File: src/rtl/qaxis_pkg.sv
package qaxis_pkg;
  typedef struct packed {
    logic stepUp;
    logic stepDn;
    logic loadPos;
    logic idxEdge;
  } axisStrobe_t;
endpackage

File: src/rtl/qaxis_ctl.sv
module qaxis_ctl
  import qaxis_pkg::*;
#(
  parameter int DIV_RATE0 = 250,
  parameter int DIV_RATE1 = 100,
  parameter int DIV_RATE2 = 50,
  parameter int DIV_RATE3 = 25
) (
  input  logic        clk,
  input  logic        rstN,
  input  logic        encA,
  input  logic        encB,
  input  logic        encZ,
  input  logic [1:0]  rateSel,
  input  logic        loadBit,
  input  logic        idxPresetEn,
  output axisStrobe_t strb
);
  localparam int LINES = 3;
  localparam int MAX01 = (DIV_RATE0 > DIV_RATE1) ? DIV_RATE0 : DIV_RATE1;
  localparam int MAX23 = (DIV_RATE2 > DIV_RATE3) ? DIV_RATE2 : DIV_RATE3;
  localparam int DIV_MAX = (MAX01 > MAX23) ? MAX01 : MAX23;
  localparam int CNT_W = $clog2(DIV_MAX + 1);

  // divider producing the filter sample tick
  logic [CNT_W-1:0] divCnt;
  logic [CNT_W-1:0] divLast;
  logic             tick;

  always_comb begin
    unique case (rateSel)
      2'd0:    divLast = CNT_W'(DIV_RATE0 - 1);
      2'd1:    divLast = CNT_W'(DIV_RATE1 - 1);
      2'd2:    divLast = CNT_W'(DIV_RATE2 - 1);
      default: divLast = CNT_W'(DIV_RATE3 - 1);
    endcase
  end

  assign tick = (divCnt >= divLast);

  always_ff @(posedge clk or negedge rstN) begin
    if (!rstN) divCnt <= '0;
    else if (tick) divCnt <= '0;
    else divCnt <= divCnt + 1'b1;
  end

  // synchronizer and glitch filter per line: bit0 A, bit1 B, bit2 Z
  logic [LINES-1:0] rawIn;
  logic [LINES-1:0] filt;
  logic [LINES-1:0] filtPrev;

  assign rawIn = {encZ, encB, encA};

  for (genvar i = 0; i < LINES; i++) begin : g_line
    logic syncA, syncB, sampPrev, filtQ;
    always_ff @(posedge clk or negedge rstN) begin
      if (!rstN) begin
        syncA    <= 1'b0;
        syncB    <= 1'b0;
        sampPrev <= 1'b0;
        filtQ    <= 1'b0;
      end else begin
        syncA <= rawIn[i];
        syncB <= syncA;
        if (tick) begin
          sampPrev <= syncB;
          if (syncB == sampPrev) filtQ <= syncB;
        end
      end
    end
    assign filt[i] = filtQ;
  end

  logic loadPrev;
  always_ff @(posedge clk or negedge rstN) begin
    if (!rstN) begin
      filtPrev <= '0;
      loadPrev <= 1'b0;
    end else begin
      filtPrev <= filt;
      loadPrev <= loadBit;
    end
  end

  // quadrature decode on {A,B}
  logic [1:0] abOld, abNew;
  logic       up, dn;
  assign abOld = {filtPrev[0], filtPrev[1]};
  assign abNew = {filt[0], filt[1]};

  always_comb begin
    up = 1'b0;
    dn = 1'b0;
    unique case ({abOld, abNew})
      4'b0010, 4'b1011, 4'b1101, 4'b0100: up = 1'b1;
      4'b0001, 4'b0111, 4'b1110, 4'b1000: dn = 1'b1;
      default: ;
    endcase
  end

  logic zRise, swRise;
  assign zRise  = filt[2] & ~filtPrev[2];
  assign swRise = loadBit & ~loadPrev;

  assign strb.stepUp  = up;
  assign strb.stepDn  = dn;
  assign strb.loadPos = swRise | (idxPresetEn & zRise);
  assign strb.idxEdge = zRise;
endmodule

File: src/rtl/qaxis_dp.sv
module qaxis_dp
  import qaxis_pkg::*;
#(
  parameter int W = 24
) (
  input  logic        clk,
  input  logic        rstN,
  input  axisStrobe_t strb,
  input  logic [W-1:0] presetVal,
  input  logic        idxRead,
  output logic [W-1:0] position,
  output logic        idxFlag,
  output logic        countEvent
);
  always_ff @(posedge clk or negedge rstN) begin
    if (!rstN) begin
      position   <= '0;
      countEvent <= 1'b0;
    end else if (strb.loadPos) begin
      position   <= presetVal;
      countEvent <= 1'b0;
    end else if (strb.stepUp) begin
      position   <= position + 1'b1;
      countEvent <= 1'b1;
    end else if (strb.stepDn) begin
      position   <= position - 1'b1;
      countEvent <= 1'b1;
    end else begin
      countEvent <= 1'b0;
    end
  end

  always_ff @(posedge clk or negedge rstN) begin
    if (!rstN) idxFlag <= 1'b0;
    else if (strb.idxEdge) idxFlag <= 1'b1;
    else if (idxRead) idxFlag <= 1'b0;
  end
endmodule

File: src/rtl/qaxis_counter.sv
module qaxis_counter
  import qaxis_pkg::*;
#(
  parameter int W = 24,
  parameter int DIV_RATE0 = 250,
  parameter int DIV_RATE1 = 100,
  parameter int DIV_RATE2 = 50,
  parameter int DIV_RATE3 = 25
) (
  input  logic         clk,
  input  logic         rstN,
  input  logic         encA,
  input  logic         encB,
  input  logic         encZ,
  input  logic [1:0]   rateSel,
  input  logic [W-1:0] presetVal,
  input  logic         loadBit,
  input  logic         idxPresetEn,
  input  logic         idxRead,
  output logic [W-1:0] position,
  output logic         idxFlag,
  output logic         countEvent
);
  axisStrobe_t strb;

  qaxis_ctl #(
    .DIV_RATE0(DIV_RATE0), .DIV_RATE1(DIV_RATE1),
    .DIV_RATE2(DIV_RATE2), .DIV_RATE3(DIV_RATE3)
  ) ctl_i (
    .clk(clk), .rstN(rstN), .encA(encA), .encB(encB), .encZ(encZ),
    .rateSel(rateSel), .loadBit(loadBit), .idxPresetEn(idxPresetEn),
    .strb(strb)
  );

  qaxis_dp #(.W(W)) dp_i (
    .clk(clk), .rstN(rstN), .strb(strb), .presetVal(presetVal),
    .idxRead(idxRead), .position(position), .idxFlag(idxFlag),
    .countEvent(countEvent)
  );
endmodule

File: config.mk
export PLATFORM = sky130hd
export DESIGN_NAME = qaxis_counter
export DESIGN_NICKNAME = d
export VERILOG_FILES = /design/src/rtl/qaxis_pkg.sv /design/src/rtl/qaxis_ctl.sv /design/src/rtl/qaxis_dp.sv /design/src/rtl/qaxis_counter.sv
export SDC_FILE = /design/constraint.sdc
export NUM_CORES = 1
export LEC_CHECK = 0
export BUFFER_PORTS_ARGS = -buffer_cell sky130_fd_sc_hd__buf_2
export CELL_PAD_IN_SITES_DETAIL_PLACEMENT = 1
export CELL_PAD_IN_SITES_GLOBAL_PLACEMENT = 2
export CORE_MARGIN = 3
export CORE_UTILIZATION = 30
export DETAILED_ROUTE_END_ITERATION = 12
export GPL_ROUTABILITY_DRIVEN = 1
export PLACE_DENSITY_LB_ADDON = 0.1
export SYNTH_ARGS = -nofsm -noshare
export SYNTH_HDL_FRONTEND = slang
export SYNTH_SLANG_ARGS = --single-unit
File: constraint.sdc
create_clock -name clk -period 2.8 [get_ports clk]
set_input_delay 0.14 -clock clk [delete_from_list [all_inputs] [get_ports clk]]
set_output_delay 0.14 -clock clk [all_outputs]
set_load 0.02 [all_outputs]
==> After elaboration in Yosys (flattened, before gate mapping) <==
Index checks and enable logic that the tools add are counted.
{ "word_totals": {"reg_bits": 50, "input_bits": 34, "output_inout_bits": 26, "wordCells": 61} }
{ "classes": {"n_addsub": 3, "order_cmp": 1, "eq_ne": 13, "mux": 12, "n_bitwise": 6, "n_reduce_logical": 8} }
{ "ops": {"columns": ["cell", "count"], "rows": [
  ["24-bit two-way mux", 3],
  ["24-bit by 1-bit adder with 24-bit output, second input constant", 1],
  ["8-bit one-hot mux with 3 select lines", 1],
  ["24-bit by 1-bit subtractor with 24-bit output, second input constant", 1],
  ["4-bit == test, second input constant", 4],
  ["8-bit by 1-bit adder with 8-bit output, second input constant", 1],
  ["4-bit by 3-bit == test with 1-bit output, second input constant", 2],
  ["8-bit greater-or-equal comparator", 1],
  ["8-bit two-way mux", 1],
  ["4-bit OR reduction", 2],
  ["1-bit two-way mux", 7],
  ["2-bit AND reduction", 3],
  ["4-bit by 1-bit == test with 1-bit output, second input constant", 1],
  ["4-bit by 2-bit == test with 1-bit output, second input constant", 1],
  ["1-bit AND", 3],
  ["1-bit == test", 3],
  ["3-bit nonzero test", 1],
  ["2-bit by 1-bit == test with 1-bit output, second input constant", 1],
  ["2-bit == test, second input constant", 1],
  ["2-bit zero test", 1],
  ["1-bit NOT", 2],
  ["2-bit nonzero test", 1],
  ["1-bit bitwise OR", 1]
]} }

==> Depth between registers and ports, before layout <==
{ "logic_depth": {"word_depth": 6, "mapped_depth": 13, "ltp_nobuf": 11} }

==> Cells and area by module <==
Synthesis repeated with hierarchy kept, for this count alone.
{ "unflattened": {"hier_cells": 392, "area_unflattened_um2": 3602.2} }
{ "by_module_without_submodules": {"columns": ["mod", "n_inst", "cells_per_inst", "area_each_um2", "seq_area_each_um2"], "rows": [
  ["qaxis_dp", 1, 291, 2412.3, 650.6],
  ["qaxis_ctl", 1, 101, 1189.9, 600.6]
]} }

==> Worst setup path before layout <==
OpenSTA, ideal clock, no wires.
{ "synth_path": {"path_kind": "register -> register", "startpoint": "register ctl_i.g_line[0].filtQ", "endpoint": "register dp_i.position[8]", "arrival_ns": 2.955, "t_required_ns": 2.672, "path_slack_ns": -0.283, "stages_incl_launch_ff": 13, "cell_sequence": "dfrtp_1 > xor2_1 > and2_1 > buf_2 > inv_1 > ha_1 > nor2b_4 > o31a_1 > or3_1 > a21o_1 > a21oi_1 > mux2i_1 > nand3_1"} }
{ "synth_between": {"elab_chain_len": 5} }
{ "synth_lines": {"columns": ["element", "line_no", "rtl"], "rows": [
  ["from (decl)", "qaxis_ctl.sv:55", "logic syncA, syncB, sampPrev, filtQ;"],
  ["from (signal assigned)", "qaxis_ctl.sv:67", "if (syncB == sampPrev) filtQ <= syncB;"],
  ["4-bit by 2-bit == test with 1-bit output, or another cell as far along", "qaxis_ctl.sv:94", "unique case ({abOld, abNew})"],
  ["4-bit OR reduction", "qaxis_ctl.sv:94", null],
  ["1-bit two-way mux", "qaxis_ctl.sv:94", null],
  ["24-bit two-way mux", "qaxis_dp.sv:22", "end else if (strb.stepUp) begin"],
  ["24-bit two-way mux", "qaxis_dp.sv:19", "end else if (strb.loadPos) begin"],
  ["to (signal assigned)", "qaxis_dp.sv:20", "position <= presetVal;"],
  ["to (signal assigned)", "qaxis_dp.sv:23", "position <= position + 1'b1;"],
  ["to (signal assigned)", "qaxis_dp.sv:26", "position <= position - 1'b1;"],
  ["to (decl)", "qaxis_dp.sv:11", "output logic [W-1:0] position,"]
]} }
Several ways; a longest one is shown, not always the timed one.
A chain may end at the register's enable or synchronous reset.

==> Worst setup path after layout <==
{ "layout_path": {"startpoint": "register ctl_i.filtPrev[1]", "endpoint": "register dp_i.position[23]"} }
{ "layout_between": {"elab_chain_len": 5} }
{ "layout_lines": {"columns": ["element", "line_no", "rtl"], "rows": [
  ["from (decl)", "qaxis_ctl.sv:50", "logic [LINES-1:0] filtPrev;"],
  ["from (signal assigned)", "qaxis_ctl.sv:80", "filtPrev <= filt;"],
  ["4-bit by 2-bit == test with 1-bit output, or another cell as far along", "qaxis_ctl.sv:94", null],
  ["4-bit OR reduction", "qaxis_ctl.sv:94", null],
  ["1-bit two-way mux", "qaxis_ctl.sv:94", null],
  ["24-bit two-way mux", "qaxis_dp.sv:22", null],
  ["24-bit two-way mux", "qaxis_dp.sv:19", null]
]} }
Several ways; a longest one is shown, not always the timed one.

==> impl_metrics.yaml <==
setup_path:
  critPathKind: "flop to flop"
  path_max_fanout: 6
  critPathTopFamily: "compound AO/OA/AOI/OAI gates"
  cp-start-kind: "flop"
  cp.required_ps: 3010
  path_buf_inv: 3
  cp_slowest_stage_delay_ps: 400
  slowest_stage: "dfrtp_1"
  path_cells: "xor2_2, and2_4, clkinvlp_4, buf_8, ha_4, a21o_1, a21oi_2, buf_4, o211ai_1, o21ai_4, a22oi_2, a31oi_1, o41ai_2"
  worstRegToRegCells: 13
  endpoint_kind: "flop"
  path_depth: 13
  arrival_ps: 3070
timing:
  hold_viol: 0
  rsz0062_at_grt: "true"
  relSlewSlack: 0.4038
  finalMaxSlewViolations: 0
  setup_viol: 3
  fin_ws_ps: -56.34
  fin_crit_ps: 2856
  max_freq_mhz: 350.1
  skew_ps: 11.97
  worst_slew_pin_slew_ps: 894.2
  finalCritPeriodShare: 1.020
placed_design:
  io_buffers: 59
  hpwl_mm: 8.675
  gp_congestion: 0.8385
  preCtsSetupSlack_ps: -485.4
drt:
  drt_iter0_markers: 66
  first_pass_iters: 4
  vias: 3438
  drc: 0
  drt_wl_total_mm: 11.44
  ant_nets: 0
  via_per_inst: 5.162
  avgRoutedWirePerCell_um: 17.18
floorplanning:
  rows: 39
  boundaryPins: 60
  fp.coreArea_um2: 11560
  design.die.area_um2: 13320
  initial_core_util: 0.3105
  die_w_um: 115.4
  die_h_um: 115.4
cells_and_area:
  area_delta_synth_final_pct: 40.63
  final_cell_mix: "59 x buf_2, 59 x buf_4, 50 x dfrtp_1, 36 x nor2_1, 28 x nand2_1"
  layout.nets: 591
  num_antenna_cells: 0
  nFillCells: 1349
  drive_gt1_frac: 0.3671
yosys:
  yosys.area_share.simple: 0.1624
  ys_warn_count: 0
  synth-compound-area-share: 0.2516
  async_flop_share: 1.000
  synth.area.top_cells: "dfrtp_1 35%, ha_1 12%, a21oi_1 5.0%"
  ys.flop_type: "dfrtp_1"
  synthMuxAreaShare: 0.01777
  synthesis.nets: 475
  synth_top_area_cell: "dfrtp_1"
  syn_avg_cell_area_um2: 8.845
  synth_adder_area_share: 0.1240
  synthCells: 406
  synthXorXnorAreaFrac: 0.05610
  synth-edff-count: 0
  synth_top_family_by_area: "compound AO/OA/AOI/OAI gates"
  synthDistinctLibCells: 57
  synth-seq-area-share: 0.3484
  synthesis.area_um2: 3591
  netlist.area_leader.share: 0.3484
  ys_ff_latch: 50
cts:
  clockRootBuffer: "clkbuf_16"
  cts_buffers: 5
  cts_max_path_buffers: 2
  clock-sinks: 50
  clk_latency_ps: 310
  h-tree-depth: 2
  path_clk_slew_ps: 80
  tritoncts: "yes"
global_route:
  grt.total_usage: 0.1806
  grt_max_degree: 23
  grt_first_pass_wirelength_mm: 18.79
  overflow: 0
  antenna_found_initial: 0
  grt_pass1_vias: 3640
outcome:
  status: "finished with violations"
  violations: "negative setup slack"
run:
  drv_cap: 0
hold_path:
  hold_class: "primary input to flop"
  holdPathStages: 3
## worst paths after layout
kind	startpoint	to	slack, ps
setup / recovery	ctl_i.filtPrev[1]$_DFF_PN0_	dp_i.position[23]$_DFFE_PN0P_	-60
hold / removal	presetVal[3]	dp_i.position[3]$_DFFE_PN0P_	30
setup reg to reg	ctl_i.filtPrev[1]$_DFF_PN0_	dp_i.position[23]$_DFFE_PN0P_	-60
hold reg to reg	ctl_i.g_line[2].syncA$_DFF_PN0_	ctl_i.g_line[2].syncB$_DFF_PN0_	360
max in group asynchronous	rstN	dp_i.position[17]$_DFFE_PN0P_	1850
min in group asynchronous	rstN	dp_i.position[5]$_DFFE_PN0P_	330
## cells in the mapped netlist (3+ instances only)
master    count
o22ai_1       3
a21oi_1      36
nor3_1        5
nor2b_1       4
nor2_1       40
and3_1       13
a211oi_1      5
dfrtp_1      50
ha_1         34
nand3_1      15
nand2b_1      5
clkbuf_1     12
a22o_1        3
o21ai_1       5
mux2_2        3
o21a_1        7
a31oi_1       8
o21ai_0      25
buf_2         6
xnor2_1      12
xor2_1       11
inv_1        18
nand2_1      30
o211ai_1      4
a21o_1       10
mux2i_1       3
## layer usage
layer,track usage,vias to the layer above,share of wire
met5,0,-,0
met4,0.05008,0,0.016
met3,0.03316,11,0.030
met2,0.3052,42,0.50
met1,0.2367,1687,0.45
li1,-,1698,-
## registers in the layout, indices dropped and copies added (netlist names)
register,cells
ctl_i.divCnt,8
ctl_i.filtPrev,3
ctl_i.g_line.filtQ,3
ctl_i.g_line.sampPrev,3
ctl_i.g_line.syncA,3
ctl_i.g_line.syncB,3
ctl_i.loadPrev,1
dp_i.countEvent,1
dp_i.idxFlag,1
dp_i.position,24
## metrics by stage
step                setup TNS (ps)  cell area (um^2)  hold WS, ps  std cells    util
finish                      -120.6              5050        33.01        666  0.4367
global route                 -1992              5050        51.41        666  0.4367
CTS                         -18.98              4835        26.44        657  0.4180
detailed placement           -1636              4439        127.4        641  0.3839
global placement            -871.9              4439        131.0        641  0.3839
floorplan                    -1138              3646       -155.6        406       -
## repair_timing
item / in CTS / in global routing
setup endpoints to repair: 14 / 18
hold endpoints to repair: 23 / 0
hold buffers: 5 / 0
buffers inserted: 3 / 9
pin swaps: 9 / 13
resized for setup: 30 / 29
## cells by family after synthesis
kind of cell | count (synthesis)
AO/OA/AOI/OAI | 133
AND/OR/NAND/NOR | 123
buffers and inverters | 36
adder cells (fa/ha/maj) | 35
flip-flops | 50
multiplexers | 6
XOR/XNOR | 23
## worst min-delay path: stages
cell and delay, ps:
buf_2 70, nand2_1 40, o21ai_0 60
## layout make-up
cell class / instances / area (um^2) / area share
repair buffers: 127 / 845.8 / 0.1675
well taps: 143 / 178.9 / 0.03543
clock buffers: 5 / 125.1 / 0.02478
inverters: 18 / 71.32 / 0.01412
multi-input cells: 320 / 2549 / 0.5047
clock inverters: 3 / 28.78 / 0.005699
flip-flops and latches: 50 / 1251 / 0.2478
Power is left out: the tool's default activity adds up to more than one toggle a clock period on the data nets, which glitch-free logic cannot reach.
